[src/rtl/ssq_pkg.sv]
package ssq_pkg;
  typedef enum logic [2:0] {
    SQ_OFF   = 3'd0,
    SQ_DELAY = 3'd1,
    SQ_RAMP  = 3'd2,
    SQ_RUN   = 3'd3,
    SQ_FAULT = 3'd4
  } sq_state_e;
endpackage

[src/rtl/ssq_interval.sv]
// Tick-driven interval counter: done pulses on the LIMIT-th advance.
module ssq_interval #(
  parameter int LIMIT = 8
) (
  input  logic clk,
  input  logic rst_n,
  input  logic clr,
  input  logic adv,
  output logic done
);
  localparam int W = (LIMIT > 1) ? $clog2(LIMIT) : 1;
  localparam logic [W-1:0] LAST = W'(LIMIT - 1);

  logic [W-1:0] cnt_q, cnt_d;

  assign done = adv && (cnt_q == LAST);

  always_comb begin
    cnt_d = cnt_q;
    if (clr)       cnt_d = '0;
    else if (done) cnt_d = '0;
    else if (adv)  cnt_d = cnt_q + 1'b1;
  end

  always_ff @(posedge clk or negedge rst_n) begin
    if (!rst_n) cnt_q <= '0;
    else        cnt_q <= cnt_d;
  end

  // counter never runs past its interval
  a_r3_interval_bound: assert property (@(posedge clk) disable iff (!rst_n)
    cnt_q <= LAST);
endmodule

[src/rtl/ssq_ramp.sv]
// Reference staircase register.
module ssq_ramp #(
  parameter int STEPS = 64
) (
  input  logic                         clk,
  input  logic                         rst_n,
  input  logic                         clr,
  input  logic                         inc,
  output logic [$clog2(STEPS+1)-1:0]   code,
  output logic                         top
);
  localparam int CW = $clog2(STEPS + 1);

  logic [CW-1:0] code_q, code_d;

  assign code = code_q;
  assign top  = inc && (code_q == CW'(STEPS - 1));

  always_comb begin
    code_d = code_q;
    if (clr)      code_d = '0;
    else if (inc) code_d = code_q + 1'b1;
  end

  always_ff @(posedge clk or negedge rst_n) begin
    if (!rst_n) code_q <= '0;
    else        code_q <= code_d;
  end

  a_r3_ramp_increment: assert property (@(posedge clk) disable iff (!rst_n)
    (inc && !clr) |=> code_q == $past(code_q) + 1'b1);
  a_r4_ramp_ceiling: assert property (@(posedge clk) disable iff (!rst_n)
    code_q <= CW'(STEPS));
endmodule

[src/rtl/ssq_ocp_count.sv]
// Over-current event counter, cleared only by power-on reset.
module ssq_ocp_count #(
  parameter int LIMIT = 2
) (
  input  logic clk,
  input  logic rst_n,
  input  logic por_clr,
  input  logic event_i,
  output logic final_o
);
  localparam int W = $clog2(LIMIT + 1);
  localparam logic [W-1:0] LAST = W'(LIMIT - 1);

  logic [W-1:0] cnt_q, cnt_d;

  assign final_o = event_i && (cnt_q >= LAST);

  always_comb begin
    cnt_d = cnt_q;
    if (por_clr)                           cnt_d = '0;
    else if (event_i && cnt_q < W'(LIMIT)) cnt_d = cnt_q + 1'b1;
  end

  always_ff @(posedge clk or negedge rst_n) begin
    if (!rst_n) cnt_q <= '0;
    else        cnt_q <= cnt_d;
  end

  a_r10_count_holds: assert property (@(posedge clk) disable iff (!rst_n)
    (!por_clr && !event_i) |=> $stable(cnt_q));
endmodule

[src/rtl/buck_softstart_seq.sv]
module buck_softstart_seq
  import ssq_pkg::*;
#(
  parameter int DELAY_TICKS = 480,
  parameter int STEP_TICKS  = 8,
  parameter int STEPS       = 64,
  parameter int OCP_LIMIT   = 2,
  localparam int CODE_W     = $clog2(STEPS + 1)
) (
  input  logic              clk,
  input  logic              rst_n,
  input  logic              osc_tick,
  input  logic              supply_ok,
  input  logic              comp_en,
  input  logic              ocp_trip,
  input  logic              uv_trip,
  output logic [CODE_W-1:0] ref_code,
  output logic              pwm_en,
  output logic              hs_off,
  output logic              ls_off,
  output logic [2:0]        state_o
);
  sq_state_e state_q, state_d;

  logic in_active, uv_hit, ocp_ev, ocp_final;
  logic dly_clr, dly_adv, dly_done;
  logic stp_clr, stp_adv, stp_done;
  logic rmp_clr, rmp_inc, rmp_top;
  logic [CODE_W-1:0] code;

  assign in_active = (state_q == SQ_RAMP) || (state_q == SQ_RUN);
  assign uv_hit    = (state_q == SQ_RUN) && uv_trip;
  assign ocp_ev    = supply_ok && comp_en && in_active && ocp_trip && !uv_hit;

  // timers and staircase control
  assign dly_clr = (state_q != SQ_DELAY);
  assign dly_adv = (state_q == SQ_DELAY) && osc_tick;
  assign stp_clr = (state_q != SQ_RAMP) || ocp_ev;
  assign stp_adv = (state_q == SQ_RAMP) && osc_tick;
  assign rmp_clr = !in_active || ocp_ev;
  assign rmp_inc = stp_done && !ocp_ev;

  ssq_interval #(.LIMIT(DELAY_TICKS)) u_delay (
    .clk(clk), .rst_n(rst_n), .clr(dly_clr), .adv(dly_adv), .done(dly_done));

  ssq_interval #(.LIMIT(STEP_TICKS)) u_step (
    .clk(clk), .rst_n(rst_n), .clr(stp_clr), .adv(stp_adv), .done(stp_done));

  ssq_ramp #(.STEPS(STEPS)) u_ramp (
    .clk(clk), .rst_n(rst_n), .clr(rmp_clr), .inc(rmp_inc),
    .code(code), .top(rmp_top));

  ssq_ocp_count #(.LIMIT(OCP_LIMIT)) u_ocp (
    .clk(clk), .rst_n(rst_n), .por_clr(!supply_ok), .event_i(ocp_ev),
    .final_o(ocp_final));

  always_comb begin
    state_d = state_q;
    if (!supply_ok) begin
      state_d = SQ_OFF;
    end else begin
      unique case (state_q)
        SQ_OFF:   if (comp_en) state_d = SQ_DELAY;
        SQ_DELAY: begin
          if (!comp_en)      state_d = SQ_OFF;
          else if (dly_done) state_d = SQ_RAMP;
        end
        SQ_RAMP: begin
          if (!comp_en)     state_d = SQ_OFF;
          else if (ocp_ev)  state_d = ocp_final ? SQ_FAULT : SQ_RAMP;
          else if (rmp_top) state_d = SQ_RUN;
        end
        SQ_RUN: begin
          if (!comp_en)    state_d = SQ_OFF;
          else if (uv_hit) state_d = SQ_FAULT;
          else if (ocp_ev) state_d = ocp_final ? SQ_FAULT : SQ_RAMP;
        end
        SQ_FAULT: state_d = SQ_FAULT;
        default:  state_d = SQ_OFF;
      endcase
    end
  end

  always_ff @(posedge clk or negedge rst_n) begin
    if (!rst_n) state_q <= SQ_OFF;
    else        state_q <= state_d;
  end

  assign pwm_en   = in_active;
  assign hs_off   = !in_active;
  assign ls_off   = !in_active;
  assign ref_code = in_active ? code : '0;
  assign state_o  = state_q;

  a_r9_supply_drop: assert property (@(posedge clk) disable iff (!rst_n)
    !supply_ok |=> state_q == SQ_OFF);
  a_r6_fault_sticks: assert property (@(posedge clk) disable iff (!rst_n)
    (state_q == SQ_FAULT && supply_ok) |=> state_q == SQ_FAULT);
  a_r7_uv_in_run: assert property (@(posedge clk) disable iff (!rst_n)
    (state_q == SQ_RUN && supply_ok && comp_en && uv_trip) |=> state_q == SQ_FAULT);
  a_r7_uv_masked: assert property (@(posedge clk) disable iff (!rst_n)
    (state_q == SQ_DELAY && supply_ok && comp_en) |=> state_q != SQ_FAULT);
  a_r8_comp_drop: assert property (@(posedge clk) disable iff (!rst_n)
    (supply_ok && !comp_en && state_q != SQ_FAULT) |=> state_q == SQ_OFF);
  a_r5_restart_zero: assert property (@(posedge clk) disable iff (!rst_n)
    (ocp_ev && !ocp_final) |=> (state_q == SQ_RAMP && code == '0));
  a_r4_run_holds_top: assert property (@(posedge clk) disable iff (!rst_n)
    (state_q == SQ_RUN) |-> code == CODE_W'(STEPS));
endmodule

[config.mk]
export PLATFORM = sky130hd
export DESIGN_NAME = buck_softstart_seq
export DESIGN_NICKNAME = d
export VERILOG_FILES = /design/src/rtl/ssq_pkg.sv /design/src/rtl/ssq_interval.sv /design/src/rtl/ssq_ramp.sv /design/src/rtl/ssq_ocp_count.sv /design/src/rtl/buck_softstart_seq.sv
export SDC_FILE = /design/constraint.sdc
export NUM_CORES = 1
export LEC_CHECK = 0
export CAP_MARGIN = 20
export CORE_UTILIZATION = 45
export CTS_CLUSTER_SIZE = 12
export DETAILED_ROUTE_END_ITERATION = 16
export GPL_ROUTABILITY_DRIVEN = 0
export PLACE_DENSITY_LB_ADDON = 0.3
export SLEW_MARGIN = 25
export SYNTH_ARGS = -nofsm -noshare
export SYNTH_HDL_FRONTEND = slang
export SYNTH_SLANG_ARGS = --single-unit
export TNS_END_PERCENT = 20
[constraint.sdc]
create_clock -name clk -period 6.77 [get_ports clk]
set_input_delay 1.6925 -clock clk [delete_from_list [all_inputs] [get_ports clk]]
set_output_delay 1.6925 -clock clk [all_outputs]
set_load 0.1 [all_outputs]
==> flow_summary.yaml, run 1 <==
grt:
  grt_antenna_before_repair: 0
  grt_pass1_vias: 1002
  grt_start_max_net_pins: 25
  grt_overflow: 0
  grt_first_pass_wirelength_um: 4520
  grt_usage_pct: 17.8
detailed_routing:
  wl_met1_um: 1320
  dr.max_layer_used: "met4"
  drtPass1Iterations: 10
  wl_met2_um: 1190
  vias: 1109
  dr.first_iter.drc_count: 34
  final_antenna_net_count: 0
  wl_met3_um: 114
  wl_per_cell_um: 13.2
  route.final.wire_length_um: 2640
  via_per_inst: 5.57
  drc: 4
sta:
  rsz0062_at_grt: "false"
  tns_ps: 0
  hold_viol: 0
  timing.final.crit_share_pct: 60.7
  finalClockSkew_ps: 11.8
  worst_slew_pin_slew_ps: 971
  finalSetupViolCount: 0
  post-route-min-period_ps: 4110
  finalMaxSlewViolations: 0
  max_freq_mhz: 243
  relSlewSlack_pct: 35.0
final_layout:
  syn_to_final_growth_pct: 16.7
  drive_above_1_share_pct: 6.55
  antenna_cells: 0
  fin_nets: 182
worst_setup_path:
  cpPeakStageDelay_ps: 1130
  crit_fanout: 13
  cp-start-kind: "flip-flop"
  timing_worst_setup_path_type: "reg -> out"
  reg2reg_slack_ps: 4260
  cp_slowest_cell: "clkdlybuf4s50_1"
  cp.arrival_ps: 2410
  worst-endpoint-required_ps: 5080
  cp-end-kind: "primary output"
  path_cells: "and2b_4, and2_1, clkdlybuf4s50_1"
clock_network:
  cts_buffer_depth: 2
  cts_buffers: 3
  ctsResizeCount: 0
  cts-htree-levels: 1
  cts_tree: "yes"
  clock_latency_ps: 310
  cts-root-buf: "clkbuf_4"
  cts.hold.buffers_added: 0
  postCtsSetupBuffers: 0
  cts.reportedPaths.clkPinSlew_ps: 130
  cts.sinks: 24
floorplanning:
  rows: 19
  die_h_um: 57.1
  coreArea_um2: 2810
  ios: 20
  dieWidth_um: 57.1
  initial_core_util_pct: 48.7
  dieArea_um2: 3260
pwr:
  power_w: 0.000404
  comb_power_share_pct: 42.5
  power.switching_w: 0.000182
  irDropWorstVdd_mv: 0.151
  swShare_pct: 45.2
  internal_power_w: 0.000221
  power_frac_clock_pct: 15.2
  p_per_area_nw_per_um2: 253
  leakage_nw: 0.651
  p_seq_share_pct: 42.2
placed_design:
  portBuffers: 19
  dp_hpwl_um: 1970
min_path:
  hold_path.class: "reg -> reg"
synthesis:
  synth-edff-count: 0
  synth_ff_type: "dfrtp_1"
  syn_area_per_cell_um2: 9.11
  synth_area_leaders: "dfrtp_1, nor2_1, ha_1"
  synthCells: 150
  synth_seq_cells: 24
  ys_types: 38
  synth_top_area_cell: "dfrtp_1"
  yosysSeqAreaShare_pct: 44.0
  async_flop_share_pct: 100
  synth.top_cell.area_share_pct: 44.0
  synth_fp_nets: 162
  yosys_warnings: 0
  syn_area_um2: 1370
flow_run:
  drv_cap: 0
status:
  outcome: "complete, but fails checks"
  violations: "design-rule violations"
-- layer usage --
metal | GRT usage [%] | vias to the layer above
met5 | 0 | -
met2 | 28.4 | 19
met1 | 25.0 | 528
met4 | 6.27 | 0
li1 | - | 560
met3 | 2.27 | 2
-- power groups by stage --
stage	clock [W]	combinational [W]	sequential (W)
6_report	0.0000615	0.000172	0.000170
5_1_grt	0.0000695	0.000183	0.000173
4_1_cts	0.0000636	0.000172	0.000170
3_5_place_dp	0	0.000172	0.000173
3_3_place_gp	0	0.000169	0.000172
2_1_floorplan	0	0.000106	0.000198
-- worst max-delay path, delay by kind of cell (launching register included) --
family / cells / cell delay (ps)
flip-flops: 1 / 460
AND/OR/NAND/NOR: 2 / 510
buffers and inverters: 1 / 1130
-- cell usage in the layout (no fill, tap or decap), drive strengths merged, types with 6 or more instances in the layout --
cell,count
o21ai,8
nor2,17
nor3,8
inv,6
clkdlybuf4s50,18
and2,8
nand3,8
nand2,15
xor2,7
dfrtp,24
-- synthesized netlist by cell type, types with 2 or more instances --
cell      count
mux2_1        2
ha_1          5
xnor2_1       3
nand2b_1      2
or4_1         2
nand2_1      15
and3_1        3
dfrtp_1      24
inv_1         5
a21oi_1       5
or3_1         2
nand3_1       8
clkbuf_1      3
nand4_1       4
nor3_1        8
nor2_1       17
xor2_1        7
mux2i_1       2
and2_1        8
o21ai_0       7
-- final timing paths --
path | start | endpoint | cells past startpoint
setup / recovery | state_o[2]$_DFFE_PN0P_ | ref_code[0] | 3
hold / removal | u_step.cnt_q[2]$_DFFE_PN0P_ | u_step.cnt_q[2]$_DFFE_PN0P_ | 2
setup reg to reg | state_o[0]$_DFFE_PN0P_ | state_o[1]$_DFFE_PN0P_ | 5
hold reg to reg | u_step.cnt_q[2]$_DFFE_PN0P_ | u_step.cnt_q[2]$_DFFE_PN0P_ | 2
max in group asynchronous | rst_n | u_delay.cnt_q[1]$_DFFE_PN0P_ | 1
min in group asynchronous | rst_n | u_step.cnt_q[2]$_DFFE_PN0P_ | 1
-- through the flow --
step                setup slack (ps)  instance area [µm²]  utilization, %  hold WS, ps  std cells
detailed placement              2540                 1570            56.0          489        196
floorplan                       1910                 1370               -          456        150
global route                    2570                 1590            56.8          537        199
finish                          2660                 1590            56.8          512        199
CTS                             2650                 1590            56.8          519        199
global placement                2590                 1580            56.2          470        196
-- state kept, by name, indices dropped and copies added (netlist names) --
signal,count
state_o,3
u_delay.cnt_q,9
u_ocp.cnt_q,2
u_ramp.code,7
u_step.cnt_q,3
-- cell type report --
cell class	count	area [µm²]
fill	251	1210
multi-input combinational	116	724
sequential	24	601
timing repair buffer	19	185
tap	31	38.8
clock buffer	3	22.5
inverter	6	22.5
-- logic make-up (layout without fill, tap and decap cells) --
| logic type | after synthesis | after routing | synth area share (%) |
|---|---|---|---|
| compound gates | 21 | 21 | 9.71 |
| xor+xnor | 10 | 10 | 6.41 |
| fa+ha+maj | 5 | 5 | 4.58 |
| buf+inv | 10 | 28 | 3.02 |
| flops | 24 | 24 | 44.0 |
| mux | 4 | 4 | 3.11 |
| simple gates | 76 | 76 | 29.2 |
Power figures use the tool's default switching activity.
==> inputs of run 2 (changes only) <==
==> constraint.sdc (replaced) <==
create_clock -name clk -period 4.1 [get_ports clk]
set_input_delay 1.025 -clock clk [delete_from_list [all_inputs] [get_ports clk]]
set_output_delay 1.025 -clock clk [all_outputs]
set_load 0.1 [all_outputs]
==> flow_summary.yaml, run 2 (synthesized netlist as in run 1, its figures left out) <==
floorplanning:
  dieWidth_um: 57.1
  die_h_um: 57.1
  initial_core_util_pct: 48.7
  coreArea_um2: 2810
  ios: 20
  rows: 19
  dieArea_um2: 3260
placed_design:
  dp_hpwl_um: 1980
  dpl_cell_area_um2: 1550
  portBuffers: 19
worst_setup_path:
  cp_slowest_cell: "clkdlybuf4s50_1"
  cp-end-kind: "primary output"
  cp.arrival_ps: 2120
  crit_start: "state_o[0]$_DFFE_PN0P_"
  crit_fanout: 13
  worst-endpoint-required_ps: 3070
  path_cells: "clkdlybuf4s50_1"
  crit_cells: 1
  timing_worst_setup_path_type: "reg -> out"
  critPathBufInv: 1
  reg2reg_slack_ps: 1620
  cp-start-kind: "flip-flop"
  cp_top_family: "buffers and inverters"
  critPathCapture: "state_o[0]"
  r2r_end: "state_o[0]$_DFFE_PN0P_"
  cpPeakStageDelay_ps: 1210
  r2r_cells: 5
  r2r-start: "state_o[0]$_DFFE_PN0P_"
clock_network:
  cts_buffers: 3
  ctsResizeCount: 0
  clock_latency_ps: 320
  postCtsSetupBuffers: 0
  cts.sinks: 24
  cts.reportedPaths.clkPinSlew_ps: 140
  cts-root-buf: "clkbuf_4"
  cts_buffer_depth: 2
  cts-htree-levels: 1
  cts_tree: "yes"
  cts.hold.buffers_added: 0
status:
  violations: "design-rule violations"
  outcome: "complete, but fails checks"
grt:
  grt_pass1_vias: 1103
  grt_antenna_before_repair: 0
  grt_first_pass_wirelength_um: 4720
  grt_start_max_net_pins: 25
  grt_overflow: 0
  grt_usage_pct: 18.4
sta:
  rsz0062_at_grt: "false"
  finalSetupViolCount: 0
  max_freq_mhz: 318
  finalClockSkew_ps: 13.1
  hold_viol: 0
  timing.final.crit_share_pct: 76.7
  post-route-min-period_ps: 3140
  finalMaxSlewViolations: 0
  worst_slew_pin_slew_ps: 968
  relSlewSlack_pct: 35.3
  tns_ps: 0
detailed_routing:
  route.final.wire_length_um: 2770
  wl_per_cell_um: 13.8
  drtPass1Iterations: 10
  drc: 2
  dr.first_iter.drc_count: 33
  vias: 1134
  final_antenna_net_count: 0
  via_per_inst: 5.64
final_layout:
  design_area_um2: 1610
  fin_nets: 183
  max_flop_register: "u_delay.cnt_q"
  drive_above_1_share_pct: 13.5
  final_util_pct: 57.3
  final_cell_mix: "dfrtp_1, nor2_1, nand2_1, buf_4"
  largest_reg_flops: 9
  syn_to_final_growth_pct: 17.6
  fill_cells: 252
  final_common_cell: "dfrtp_1"
  antenna_cells: 0
pwr:
  leakage_nw: 0.686
  p_per_area_nw_per_um2: 456
  irDropWorstVdd_mv: 0.219
flow_run:
  drv_cap: 0
min_path:
  hold_path.class: "reg -> reg"
-- run 2: cell count changes in the layout (fill, tap and decap cells not counted), sizes merged --
cell           before  now
clkdlybuf4s50      18    8
buf                 1   12
bufinv              0    1
-- run 2: final cells by class --
cell class | instances | area [µm²] | share of cell area [%]
clock buffers | 3 | 22.5 | 1.40
clock inverters | 1 | 30.0 | 1.87
inverters | 6 | 22.5 | 1.40
multi-input cells | 116 | 724 | 45.1
flip-flops and latches | 24 | 601 | 37.4
well taps | 31 | 38.8 | 2.41
repair buffers | 20 | 168 | 10.4
-- run 2: worst min-delay path by stage --
stage	cells after the start	endpoint	start	slack, ps
2_1_floorplan	2	u_step.cnt_q[2]$_DFFE_PN0P_	u_step.cnt_q[2]$_DFFE_PN0P_	460
3_3_place_gp	2	u_step.cnt_q[2]$_DFFE_PN0P_	u_step.cnt_q[2]$_DFFE_PN0P_	470
3_5_place_dp	2	u_step.cnt_q[2]$_DFFE_PN0P_	u_step.cnt_q[2]$_DFFE_PN0P_	490
4_1_cts	2	u_ocp.cnt_q[1]$_DFFE_PN0P_	u_ocp.cnt_q[1]$_DFFE_PN0P_	520
5_1_grt	1	u_delay.cnt_q[0]$_DFFE_PN0P_	u_delay.cnt_q[0]$_DFFE_PN0P_	540
6_report	2	u_ocp.cnt_q[1]$_DFFE_PN0P_	u_ocp.cnt_q[1]$_DFFE_PN0P_	520
-- run 2: tightest hold or removal path, stage by stage (launching register included) --
cell and delay, ps:
dfrtp_1 380, a21oi_1 40, nor2_1 70
-- run 2: per-stage QoR --
step	setup WS, ps	instances	hold slack (ps)	power [W]
after floorplan	419	150	456	0.000501
after global placement	856	197	473	0.000564
after detailed placement	817	197	487	0.000566
after CTS	940	201	521	0.000738
after global routing	889	201	538	0.000768
final	956	201	517	0.000733
-- run 2: routing by layer --
layer | GRT usage, % | routed length [µm]
met3 | 2.04 | 82
met1 | 25.3 | 1330
met2 | 29.6 | 1330
met5 | 0 | 0
met4 | 8.36 | 30
-- run 2: where the power goes --
part	switching, W	internal [W]	leakage [nW]
registers	0.0000296	0.000251	0.333
clock network	0.0000734	0.0000988	0.0279
logic	0.000203	0.0000774	0.325
total	0.000306	0.000428	0.686
==> inputs of run 3 (changes only) <==
==> constraint.sdc (replaced) <==
create_clock -name clk -period 2.65 [get_ports clk]
set_input_delay 0.6625 -clock clk [delete_from_list [all_inputs] [get_ports clk]]
set_output_delay 0.6625 -clock clk [all_outputs]
set_load 0.1 [all_outputs]
==> flow_summary.yaml, run 3 (synthesized netlist as in run 1, its figures left out) <==
status:
  outcome: "complete, but fails checks"
  violations: "design-rule violations"
sta:
  hold_viol: 0
  finalSetupViolCount: 0
  finalClockSkew_ps: 2.28
  whs_ps: 508
  timing.final.crit_share_pct: 97.2
  relSlewSlack_pct: 69.5
  setup_ws_ps: 73.1
  max_freq_mhz: 388
  post-route-min-period_ps: 2580
  finalMaxSlewViolations: 0
  worst_slew_pin_slew_ps: 457
  rsz0062_at_grt: "false"
floorplanning:
  die_h_um: 57.1
  dieWidth_um: 57.1
  ios: 20
  initial_core_util_pct: 48.7
  rows: 19
  coreArea_um2: 2810
  dieArea_um2: 3260
final_layout:
  max_flop_register: "u_delay.cnt_q"
  drive_above_1_share_pct: 25.0
  design_area_um2: 1760
  final_common_cell: "dfrtp_1"
  final_cell_mix: "dfrtp_1, nor2_1, buf_4, nand2_1"
  largest_reg_flops: 9
  fin_nets: 193
  antenna_cells: 0
  stdcell_count: 211
  syn_to_final_growth_pct: 29.0
clock_network:
  postCtsSetupBuffers: 0
  cts_buffers: 3
  cts.sinks: 24
  cts_tree: "yes"
  cts_buffer_depth: 2
  clock_latency_ps: 310
  ctsResizeCount: 0
  cts.hold.buffers_added: 0
  cts-htree-levels: 1
  cts.reportedPaths.clkPinSlew_ps: 130
  cts-root-buf: "clkbuf_4"
flow_run:
  drv_cap: 0
pwr:
  leakage_nw: 0.749
  irDropWorstVdd_mv: 0.361
  p_per_area_nw_per_um2: 619
placed_design:
  dp_cells: 207
  portBuffers: 19
  dpl_cell_area_um2: 1730
  pre_cts_ws_ps: -261
  dp_hpwl_um: 2270
detailed_routing:
  via_per_inst: 5.58
  dr.first_iter.drc_count: 36
  drc: 4
  final_antenna_net_count: 0
  route.final.wire_length_um: 2960
  vias: 1178
  wl_per_cell_um: 14.0
  drtPass1Iterations: 10
worst_setup_path:
  cp-end-kind: "flip-flop"
  timing_worst_setup_path_type: "in -> reg"
  cp.arrival_ps: 2780
  crit_fanout: 2
  cp-start-kind: "primary input"
  worst-endpoint-required_ps: 2850
grt:
  grt_usage_pct: 19.8
  grt_start_max_net_pins: 25
  grt_pass1_vias: 1216
  grt_antenna_before_repair: 0
  grt_first_pass_wirelength_um: 5060
  grt_overflow: 0
min_path:
  hold_path.class: "reg -> reg"
## run 3: power by group
part	total (W)	switching [W]	internal, W
Sequential	0.000417	0.0000255	0.000392
Combinational	0.000481	0.000347	0.000135
Clock	0.000192	0.000108	0.0000839
Total	0.00109	0.000480	0.000610
## run 3: critical path, cell delays in order
cell and delay [ps]:
clkdlybuf4s50_1 480, nand3_1 100, or4_4 490, or3_1 340, a221oi_2 330, mux2_1 370
## run 3: final cells by class
cell class                 count  area (µm²)
clock buffer                   4        36.3
fill                         231        1040
inverter                       6        22.5
multi-input combinational    116         733
sequential                    24         604
tap                           31        38.8
timing repair buffer          30         328
## run 3: per-layer routing
layer | up-vias | GRT usage [%] | wire (µm)
met1 | 571 | 23.9 | 1330
li1 | 584 | - | -
met3 | 4 | 3.63 | 99
met5 | - | 0 | 0
met2 | 19 | 35.8 | 1490
met4 | 0 | 6.27 | 29
## run 3: stage by stage
step           TNS [ps]  util [%]  total power (W)
2_1_floorplan      -525         -         0.000778
3_3_place_gp       -377      61.6         0.000887
3_5_place_dp       -499      61.6         0.000902
4_1_cts               0      62.8          0.00109
5_1_grt               0      62.8          0.00114
6_report              0      62.8          0.00109
## run 3: final timing paths
check	startpoint	slack [ps]	depth (start not counted)	endpoint
min in group asynchronous	rst_n	690	2	u_ocp.cnt_q[0]$_DFFE_PN0P_
min	u_ocp.cnt_q[1]$_DFFE_PN0P_	510	2	u_ocp.cnt_q[1]$_DFFE_PN0P_
max in group asynchronous	rst_n	1700	2	state_o[0]$_DFFE_PN0P_
max	osc_tick	70	6	state_o[1]$_DFFE_PN0P_
max reg2reg	u_step.cnt_q[0]$_DFFE_PN0P_	190	7	state_o[1]$_DFFE_PN0P_
min reg2reg	u_ocp.cnt_q[1]$_DFFE_PN0P_	510	2	u_ocp.cnt_q[1]$_DFFE_PN0P_
